File: src/rtl/strmc_pkg.sv
package strmc_pkg;
  localparam int CHR_W  = 6;
  localparam int CPW    = 10;
  localparam int WORD_W = CHR_W * CPW;
  localparam int POS_W  = $clog2(CPW + 1);

  typedef enum logic [1:0] {
    OP_SMOVE = 2'b00,
    OP_LMOVE = 2'b01,
    OP_CMP   = 2'b10,
    OP_CCMP  = 2'b11
  } op_e;

  typedef enum logic [1:0] {
    RES_EQ = 2'b00,
    RES_LT = 2'b01,
    RES_GT = 2'b10
  } res_e;

  // Slot 1 sits at the top of the word, slot CPW at the bottom.
  function automatic logic [CHR_W-1:0] chr_get(logic [WORD_W-1:0] w, logic [POS_W-1:0] k);
    logic [WORD_W-1:0] sh;
    sh = w >> ((CPW - int'(k)) * CHR_W);
    return sh[CHR_W-1:0];
  endfunction

  function automatic logic [WORD_W-1:0] chr_put(logic [WORD_W-1:0] w, logic [POS_W-1:0] k,
                                                logic [CHR_W-1:0] c);
    logic [WORD_W-1:0] m;
    logic [WORD_W-1:0] v;
    int sa;
    sa = (CPW - int'(k)) * CHR_W;
    m  = {{(WORD_W-CHR_W){1'b0}}, {CHR_W{1'b1}}} << sa;
    v  = {{(WORD_W-CHR_W){1'b0}}, c} << sa;
    return (w & ~m) | v;
  endfunction
endpackage

File: src/rtl/strmc_cursor.sv
module strmc_cursor
  import strmc_pkg::*;
#(
  parameter int ADDR_W = 18
) (
  input  logic              clk,
  input  logic              rst_n,
  input  logic              load,
  input  logic [ADDR_W-1:0] ld_addr,
  input  logic [POS_W-1:0]  ld_pos,
  input  logic              adv,
  output logic [ADDR_W-1:0] addr,
  output logic [POS_W-1:0]  pos
);
  localparam logic [POS_W-1:0] LAST = POS_W'(CPW);

  always_ff @(posedge clk) begin
    if (!rst_n) begin
      addr <= '0;
      pos  <= POS_W'(1);
    end else if (load) begin
      addr <= ld_addr;
      pos  <= ld_pos;
    end else if (adv) begin
      if (pos == LAST) begin
        pos  <= POS_W'(1);
        addr <= addr + ADDR_W'(1);
      end else begin
        pos <= pos + POS_W'(1);
      end
    end
  end

  // stepping past the last slot lands on slot 1 of the next word
  a_r1_wrap: assert property (@(posedge clk) disable iff (!rst_n)
    adv && !load && pos == LAST |=> pos == POS_W'(1) && addr == $past(addr) + ADDR_W'(1));

  // inside a word the slot moves up by one and the word stays
  a_r1_step: assert property (@(posedge clk) disable iff (!rst_n)
    adv && !load && pos != LAST |=> pos == $past(pos) + POS_W'(1) && $stable(addr));
endmodule

File: src/rtl/strmc_collate.sv
module strmc_collate
  import strmc_pkg::*;
(
  input  logic             clk,
  input  logic             rst_n,
  input  logic             we,
  input  logic [CHR_W-1:0] widx,
  input  logic [CHR_W-1:0] wval,
  input  logic [CHR_W-1:0] a_in,
  input  logic [CHR_W-1:0] b_in,
  output logic [CHR_W-1:0] a_out,
  output logic [CHR_W-1:0] b_out
);
  localparam int ENTRIES = 1 << CHR_W;

  logic [CHR_W-1:0] tbl [ENTRIES];

  always_ff @(posedge clk) begin
    if (!rst_n) begin
      for (int i = 0; i < ENTRIES; i++) tbl[i] <= CHR_W'(i);
    end else if (we) begin
      tbl[widx] <= wval;
    end
  end

  assign a_out = tbl[a_in];
  assign b_out = tbl[b_in];

  // a loaded entry reads back the value written
  a_r6_tbl_load: assert property (@(posedge clk) disable iff (!rst_n)
    we |=> tbl[$past(widx)] == $past(wval));
endmodule

File: src/rtl/strmc_engine.sv
module strmc_engine
  import strmc_pkg::*;
#(
  parameter int ADDR_W      = 18,
  parameter int LEN_W       = 12,
  parameter int SHORT_LEN_W = 7
) (
  input  logic              clk,
  input  logic              rst_n,
  input  logic              cmd_start,
  input  logic [1:0]        cmd_op,
  input  logic [ADDR_W-1:0] cmd_src_addr,
  input  logic [POS_W-1:0]  cmd_src_chr,
  input  logic [ADDR_W-1:0] cmd_dst_addr,
  input  logic [POS_W-1:0]  cmd_dst_chr,
  input  logic [LEN_W-1:0]  cmd_len,
  output logic              busy,
  output logic              done,
  output logic [1:0]        cmp_result,
  output logic [LEN_W-1:0]  cmp_index,
  output logic              mem_req_valid,
  input  logic              mem_req_ready,
  output logic              mem_req_write,
  output logic [ADDR_W-1:0] mem_req_addr,
  output logic [WORD_W-1:0] mem_req_wdata,
  input  logic              mem_rsp_valid,
  input  logic [WORD_W-1:0] mem_rsp_rdata,
  input  logic              tbl_we,
  input  logic [CHR_W-1:0]  tbl_idx,
  input  logic [CHR_W-1:0]  tbl_val
);
  typedef enum logic [3:0] {
    S_IDLE, S_CHECK, S_RSRC, S_WSRC, S_RDST, S_WDST, S_WB, S_STEP, S_FIN
  } state_e;

  state_e            state;
  op_e               op_q;
  logic [LEN_W-1:0]  rem_q, cnt_q, len_q, idx_q, eff_len;
  logic [1:0]        res_q;
  logic [WORD_W-1:0] sbuf, dbuf;
  logic [ADDR_W-1:0] sbuf_addr, dbuf_addr, s_addr, d_addr;
  logic [POS_W-1:0]  s_pos, d_pos;
  logic              sv, dv, dirty;
  logic              start_ok, step_adv, is_cmp, mismatch;
  logic [CHR_W-1:0]  sch, dch, col_a, col_b, ca, cb;

  always_comb begin
    if (cmd_op == OP_SMOVE) eff_len = LEN_W'(cmd_len[SHORT_LEN_W-1:0]);
    else                    eff_len = cmd_len;
  end

  assign start_ok = (state == S_IDLE) && cmd_start;
  assign is_cmp   = op_q[1];
  assign sch      = chr_get(sbuf, s_pos);
  assign dch      = chr_get(dbuf, d_pos);
  assign ca       = (op_q == OP_CCMP) ? col_a : sch;
  assign cb       = (op_q == OP_CCMP) ? col_b : dch;
  assign mismatch = is_cmp && (ca != cb);
  assign step_adv = (state == S_STEP) && !mismatch;

  strmc_cursor #(.ADDR_W(ADDR_W)) u_src_cur (
    .clk(clk), .rst_n(rst_n), .load(start_ok), .ld_addr(cmd_src_addr),
    .ld_pos(cmd_src_chr), .adv(step_adv), .addr(s_addr), .pos(s_pos));

  strmc_cursor #(.ADDR_W(ADDR_W)) u_dst_cur (
    .clk(clk), .rst_n(rst_n), .load(start_ok), .ld_addr(cmd_dst_addr),
    .ld_pos(cmd_dst_chr), .adv(step_adv), .addr(d_addr), .pos(d_pos));

  strmc_collate u_col (
    .clk(clk), .rst_n(rst_n), .we(tbl_we), .widx(tbl_idx), .wval(tbl_val),
    .a_in(sch), .b_in(dch), .a_out(col_a), .b_out(col_b));

  always_ff @(posedge clk) begin
    if (!rst_n) begin
      state     <= S_IDLE;
      op_q      <= OP_SMOVE;
      rem_q     <= '0;
      cnt_q     <= '0;
      len_q     <= '0;
      idx_q     <= '0;
      res_q     <= RES_EQ;
      sbuf      <= '0;
      dbuf      <= '0;
      sbuf_addr <= '0;
      dbuf_addr <= '0;
      sv        <= 1'b0;
      dv        <= 1'b0;
      dirty     <= 1'b0;
    end else begin
      case (state)
        S_IDLE: if (cmd_start) begin
          op_q  <= op_e'(cmd_op);
          rem_q <= eff_len;
          len_q <= eff_len;
          cnt_q <= '0;
          idx_q <= '0;
          res_q <= RES_EQ;
          sv    <= 1'b0;
          dv    <= 1'b0;
          dirty <= 1'b0;
          state <= (eff_len == '0) ? S_FIN : S_CHECK;
        end
        S_CHECK: begin
          if (rem_q == '0)                        state <= dirty ? S_WB : S_FIN;
          else if (!sv || sbuf_addr != s_addr)    state <= S_RSRC;
          else if (!dv || dbuf_addr != d_addr)    state <= dirty ? S_WB : S_RDST;
          else                                    state <= S_STEP;
        end
        S_RSRC: if (mem_req_ready) state <= S_WSRC;
        S_WSRC: if (mem_rsp_valid) begin
          sbuf      <= mem_rsp_rdata;
          sbuf_addr <= s_addr;
          sv        <= 1'b1;
          state     <= S_CHECK;
        end
        S_RDST: if (mem_req_ready) state <= S_WDST;
        S_WDST: if (mem_rsp_valid) begin
          dbuf      <= mem_rsp_rdata;
          dbuf_addr <= d_addr;
          dv        <= 1'b1;
          state     <= S_CHECK;
        end
        S_WB: if (mem_req_ready) begin
          dirty <= 1'b0;
          state <= S_CHECK;
        end
        S_STEP: begin
          if (mismatch) begin
            res_q <= (ca < cb) ? RES_LT : RES_GT;
            idx_q <= cnt_q + LEN_W'(1);
            state <= S_FIN;
          end else begin
            if (!is_cmp) begin
              dbuf  <= chr_put(dbuf, d_pos, sch);
              dirty <= 1'b1;
            end
            rem_q <= rem_q - LEN_W'(1);
            cnt_q <= cnt_q + LEN_W'(1);
            state <= S_CHECK;
          end
        end
        S_FIN:   state <= S_IDLE;
        default: state <= S_IDLE;
      endcase
    end
  end

  assign busy          = (state != S_IDLE);
  assign done          = (state == S_FIN);
  assign cmp_result    = res_q;
  assign cmp_index     = idx_q;
  assign mem_req_valid = (state == S_RSRC) || (state == S_RDST) || (state == S_WB);
  assign mem_req_write = (state == S_WB);
  assign mem_req_addr  = (state == S_RSRC) ? s_addr : ((state == S_WB) ? dbuf_addr : d_addr);
  assign mem_req_wdata = dbuf;

  // a request waiting for ready holds all of its fields
  a_r10_req_hold: assert property (@(posedge clk) disable iff (!rst_n)
    mem_req_valid && !mem_req_ready |=> mem_req_valid && $stable(mem_req_addr)
      && $stable(mem_req_write) && $stable(mem_req_wdata));

  // done lasts one cycle and busy falls with it
  a_r9_done_pulse: assert property (@(posedge clk) disable iff (!rst_n)
    done |=> !done && !busy);

  // compares only read
  a_r8_cmp_no_write: assert property (@(posedge clk) disable iff (!rst_n)
    mem_req_valid && is_cmp |-> !mem_req_write);

  // an equal outcome carries index 0
  a_r5_eq_index: assert property (@(posedge clk) disable iff (!rst_n)
    done && cmp_result == RES_EQ |-> cmp_index == '0);

  // a mismatch index lies inside the string
  a_r5_idx_bound: assert property (@(posedge clk) disable iff (!rst_n)
    done && cmp_result != RES_EQ |-> cmp_index != '0 && cmp_index <= len_q);

  // a zero length finishes in the next cycle
  a_r7_zero_len: assert property (@(posedge clk) disable iff (!rst_n)
    start_ok && eff_len == '0 |=> done);
endmodule

File: config.mk
export PLATFORM = sky130hd
export DESIGN_NAME = strmc_engine
export DESIGN_NICKNAME = d
export VERILOG_FILES = /design/src/rtl/strmc_pkg.sv /design/src/rtl/strmc_cursor.sv /design/src/rtl/strmc_collate.sv /design/src/rtl/strmc_engine.sv
export SDC_FILE = /design/constraint.sdc
export NUM_CORES = 2
export LEC_CHECK = 0
export ABC_CLOCK_PERIOD_IN_PS = 8300
export BUFFER_PORTS_ARGS = -buffer_cell sky130_fd_sc_hd__clkbuf_2
export CORE_MARGIN = 5
export CORE_UTILIZATION = 30
export CTS_CLUSTER_SIZE = 40
export DETAILED_ROUTE_END_ITERATION = 8
export PLACE_DENSITY_LB_ADDON = 0.2
export SLEW_MARGIN = 25
export SYNTH_ARGS = -nofsm -noshare
export SYNTH_HDL_FRONTEND = slang
export SYNTH_SLANG_ARGS = --single-unit
File: constraint.sdc
create_clock -name clk -period 8.3 [get_ports clk]
set_clock_uncertainty 0.1 [all_clocks]
set_input_delay 1.66 -clock clk [delete_from_list [all_inputs] [get_ports clk]]
set_output_delay 1.66 -clock clk [all_outputs]
set_load 0.005 [all_outputs]
---- Word level (Yosys, flattened, before mapping) ----
Memory sizes are Yosys's and may differ from the RTL's.
Cells that the tools add are included.
cells by class
  reduce and logical (&&, ||, !) cells .... 37
  bitwise gates (word level) .............. 3
  shift operators ......................... 4
  muxes and demuxes ....................... 61
  multiply operators ...................... 2
  magnitude comparators ................... 1
  eq/ne operators ......................... 24
  $add $sub $neg .......................... 8
operators with widths
  operator                                             number
  2-to-1 mux 60 bit                                    3
  2-to-1 mux 18 bit                                    8
  one-hot mux 60 bit (2 select lines)                  1
  >> shifter 60 x 32 -> 6 bit                          2
  2-to-1 mux 12 bit                                    6
  one-hot mux 12 bit (2 select lines)                  3
  bitwise AND 60 bit                                   1
  2-to-1 mux 4 bit                                     15
  NOT 60 bit                                           1
  bitwise OR 60 bit                                    1
  << shifter 6 x 32 -> 60 bit                          1
  << shifter 6 x 32 -> 60 bit, first input constant    1
  adder 18 x 1 -> 18 bit, second input constant        2
  != test 18 bit                                       2
  one-hot mux 4 bit (7 select lines)                   1
  zero test 12 bit                                     2
  2-to-1 mux 6 bit                                     4
  != test 2 bit, second input constant                 9
  equality test 4 x 3 -> 1 bit, second input constant  4
  multiplier 5 x 3 -> 8 bit, second input constant     2
  nonzero test 2 bit                                   7
  adder 12 x 1 -> 12 bit, second input constant        1
  equality test 4 bit, second input constant           3
  AND reduction 3 bit                                  4
  27 further kinds                                     56
word-level totals
  output and inout port bits .............. 96
  memories ................................ 1
  bits in registers ....................... 247
  input bits .............................. 136
  logic and storage cells ................. 158
  bits in writable memories ............... 384
memories
  name       words  width  rd ports  clocked after Yosys merged registers in  wr ports  RTL line             RTL
  u_col.tbl  64     6      2         0                                        64        strmc_collate.sv:16  logic [CHR_W-1:0] tbl [ENTRIES];

---- Depth between registers and ports, before layout ----
An unclocked memory read counts as a cell.
  depth after elaboration ................. 11
  depth in mapped cells ................... 36

---- By module ----
From an unflattened synthesis, not the netlist that was laid out.
second synthesis, totals
  cell total of the unflattened synthesis .. 3654
  area total of the unflattened synthesis .. 37967.7 µm²
modules (own cells, without submodules)
  module         area each (µm²)  times used  sequential area each (µm²)  cells each
  strmc_collate  21250.4          1           11531.1                     1534
  strmc_engine   14267.4          1           4063.9                      1814
  strmc_cursor   1224.9           2           440.4                       153

---- Worst setup path after synthesis ----
OpenSTA, ideal clock, no wires.
  kind .................................... flip-flop to flip-flop
  from .................................... register u_dst_cur.pos[0]
  to ...................................... register u_src_cur.addr[16]
  clock period less this slack ............ 7.200 ns
  stages on the path, launching flop included .. 33
  path slack .............................. 1.100 ns
  arrival ................................. 6.983 ns
  buffers on the path ..................... 5
  cell sequence ........................... dfxtp_1 -> buf_2 -> buf_6 -> clkinv_1 -> clkbuf_1 -> ha_1 -> ha_1 -> ha_1 -> inv_1 -> fa_1 -> xnor2_1 -> nand2b_1 -> o21ai_1 -> nor2b_1 -> a41o_1 -> a41oi_1 -> o21ai_0 -> buf_4 -> clkbuf_1 -> o2111ai_1 -> and3_1 -> nand4_1 -> o2111ai_1 -> ha_1 -> nand4_1 -> o21ai_0 -> nand2_1 -> nor2_1 -> nand4_1 -> and3b_1 -> xnor2_1 -> nand2_1 -> o211a_1
between the ends
  word-level cells in the longest chain between the ends .. 11
RTL lines
  item                                      RTL line            RTL
  start: declaration                        strmc_cursor.sv:13  output logic [POS_W-1:0] pos
  start signal: assignment                  strmc_cursor.sv:23  pos <= ld_pos;
  start signal: assignment                  strmc_cursor.sv:29  pos <= pos + POS_W'(1);
  subtractor 4 x 4 -> 5 bit (*)             strmc_pkg.sv:23     sh = w >> ((CPW - int'(k)) * CHR_W);
  multiplier 5 x 3 -> 8 bit (*)             strmc_pkg.sv:23
  >> shifter 60 x 32 -> 6 bit (*)           strmc_pkg.sv:23
  memory (64 x 6 bit)                       n/a
  2-to-1 mux 6 bit (*)                      strmc_engine.sv:57  assign cb = (op_q == OP_CCMP) ? col_b : dch;
  != test 6 bit (*)                         strmc_engine.sv:58  assign mismatch = is_cmp && (ca != cb);
  logical AND 1 bit (*)                     strmc_engine.sv:58
  zero test 1 bit (*)                       strmc_engine.sv:59  assign step_adv = (state == S_STEP) && !mismatch;
  logical AND 1 bit (*)                     strmc_engine.sv:59
  nonzero test 2 bit (no source line) (*)   n/a
  AND reduction 2 bit (no source line) (*)  n/a
  end signal: assignment                    strmc_cursor.sv:22  addr <= ld_addr;
  end signal: assignment                    strmc_cursor.sv:27  addr <= addr + ADDR_W'(1);
  end: declaration                          strmc_cursor.sv:12  output logic [ADDR_W-1:0] addr,
Mark *: on every way between the ends. The rest lies on a longest branch, timed or not.
A chain may end at the register's enable or synchronous reset.

---- Worst setup path after layout ----
  from .................................... register u_dst_cur.pos[1]
  to ...................................... register u_src_cur.addr[16]
The elaborated chain is that of the path after synthesis.

==> out/metrics.cfg <==
[status]
status=finished, final reports clean

[place]
dp_cells=6024
gp_congestion=0.958
dp_hpwl_mm=113
pre_cts_ws_ns=-0.0738
numPortBuffers=231
place_area_um2=42500

[worst_setup_path]
path_max_fanout=33
rr_worst_depth=32
worstPathArrival_ns=8.42
critPathMaxStageDelay_ns=0.62
r2r_slack_ns=0.36
crit_type=reg -> reg
slowest_stage=fa_1
endpoint_kind=register
start_kind=register
cp.required_ns=8.78

[drt]
viasPerCell=5.63
drt_iter0_markers=3573
detail_route.wl_per_cell_um=26.0
drcViolationCount=0
ant_nets=0
dr_total_vias=34800
wl_mm=161
dr.pass1.iters=6

[global_routing]
grt_pass1_vias=33200
overflow=0
track_usage=0.220
grt_max_degree=180
antenna_found_initial=10
grt_pass1_wl_mm=234

[final_layout]
syn2layout_area_growth_pct=14.0
final_util=0.344
final_nets=4528
stdcell_count=6187
final_area_um2=45200
drive_above_1_share=0.150

[clock_tree]
cts_root_buf=clkbuf_16
cts_tree=done
cts_buffers=79
clkSinkCount=631
cts_max_level=3
cts_max_path_buffers=3
clk_pin_slew_ns=0.06
clk_latency_ns=0.69

[sta]
grt_setup_unrepaired=false
fin_crit_sh=0.957
fmax_mhz=126
setup_ws_ns=0.358
slew_headroom=0.267
slew_violations=0
setup_viol=0
fin_crit_ns=7.94
hold_viol=0
worst_pin_slew_ns=1.09

[synthesis]
synth_most_common_cell=nand2_1
yosysTopAreaCell=edfxtp_1
yosysSeqAreaShare=0.415
yosysWarnings=0
syn_nets=4471
synthArstFlopShare=0
synth_cell_type_count=101
syn_inst=4302
synth_edf_count=384
synth_ff_type=edfxtp_1
synth-seq-cells=631
syn_avg_cell_area_um2=9.22
synth_top_area_share=0.291
syn_area_um2=39700
synth_area_leaders=edfxtp_1 (29%), dfxtp_1 (12%), nand2_1 (7.1%)
ys_top_cells_by_count=nand2_1 (747), edfxtp_1 (384), clkbuf_1 (263), mux2i_1 (254), dfxtp_1 (247)

[power_and_ir_drop]
p_sw_w=0.00779
combPwrFrac=0.568
vdd_ir_drop_max_mv=0.298
total_power_w=0.0166
seqPwrFrac=0.219
power.density_nw_per_um2=366
intPower_w=0.00877
swShare=0.470
p_leak_nw=16.0
p_clk_frac=0.212

[floorplan]
io_pins=232
die_area_um2=140000
die_x_um=374
start_util=0.302
rows=133
core-area_um2=131000
die_y_um=374

[run]
max_cap_violations=0

[hold_path]
hp-class=reg -> reg
hold-path-cell-count=2

## flip-flops by register name, indices dropped and copies added, names as in the netlist, 18 cells and up
name            cells
sbuf               60
mem_req_wdata      60
u_dst_cur.addr     18
u_col.tbl         384
dbuf_addr          18
u_src_cur.addr     18
sbuf_addr          18
## per-layer routing
layer  global-route usage  up-vias  part of all wire
met5                    0        -                 0
met4               0.0648        0             0.029
met3               0.0376      239             0.065
met2                0.356     1358              0.46
met1                0.302    17300              0.44
li1                     -    15900                 -
## layout by cell type, fill, tap and decap left out, drive strengths merged, types with 28 or more instances in the layout
cell type,synthesis,layout
nand2,747,747
edfxtp,384,384
clkbuf,264,332
mux2i,255,255
dfxtp,247,247
nor2,244,244
a21oi,177,177
and2,169,170
o21ai,166,166
or3,156,156
buf,138,147
a21boi,129,129
nor3,129,129
nand3,126,126
nor2b,93,93
mux4,78,78
a211oi,74,74
o211ai,70,70
a221oi,59,59
xor2,54,54
a31oi,41,41
a22oi,39,39
nor4b,37,37
mux2,36,36
and3,32,32
ha,31,31
inv,25,31
o211a,29,29
o22ai,28,28
## power groups by stage
| stage | sequential, W | clock (W) | combinational (W) |
|---|---|---|---|
| global placement | 0.00370 | 0 | 0.00896 |
| detailed placement | 0.00369 | 0 | 0.00903 |
| floorplan | 0.00359 | 0 | 0.00591 |
| CTS | 0.00363 | 0.00359 | 0.00907 |
| global route | 0.00364 | 0.00370 | 0.00991 |
| finish | 0.00363 | 0.00352 | 0.00941 |
## per-stage QoR
step                setup TNS (ns)  hold WS (ns)
finish                           0         0.362
global route                     0         0.388
CTS                              0         0.365
detailed placement          -0.110         0.360
global placement            -0.140         0.356
floorplan                        0         0.343
## timing repair
action | 4_1_cts | 5_1_grt
pin swaps | 0 | 3
gates resized for setup | 1 | 14
hold buffers | 0 | 0
endpoints found under the hold margin | 0 | 0
setup buffers | 0 | 8
endpoints found under the setup margin | 3 | 31
cloned | 0 | 1
## cell families (layout without fill, tap and decap cells)
group	Yosys count	in the layout	share of synthesized area
and+or+nand+nor	1841	1842	0.225
AOI/OAI and AO/OA	928	928	0.161
DFF	631	631	0.415
buffers and inverters	432	548	0.0530
muxes	369	369	0.120
xor gates and xnor gates	68	68	0.0150
adders and majority gates	33	33	0.0108
other	0	13	0
## critical path: cells and delay by family, from the launching register on
| family | cells | cell delay [ns] |
|---|---|---|
| DFF | 1 | 0.49 |
| xor gates and xnor gates | 2 | 0.24 |
| buffers and inverters | 6 | 1.13 |
| muxes | 1 | 0.31 |
| AOI/OAI and AO/OA | 9 | 2.16 |
| and+or+nand+nor | 9 | 1.80 |
| adders and majority gates | 5 | 1.56 |
## layout make-up
| type | count | area (µm²) |
|---|---|---|
| multi-input cells | 3240 | 21300 |
| clock inverters | 40 | 410 |
| repair buffers | 378 | 2540 |
| inverters | 29 | 110 |
| flip-flops and latches | 631 | 16500 |
| well taps | 1755 | 2200 |
| diodes | 13 | 32.5 |
| fillers | 13600 | 86200 |
| clock buffers | 101 | 2170 |
## final timing paths
| path | start | endpoint |
|---|---|---|
| setup / recovery | u_dst_cur.pos[1] | u_src_cur.addr[16] |
| hold / removal | cmp_index[1] | cmp_index[1] |
| setup reg to reg | u_dst_cur.pos[1] | u_src_cur.addr[16] |
| hold reg to reg | cmp_index[1] | cmp_index[1] |
No activity file was read; power rests on OpenSTA's default activity.
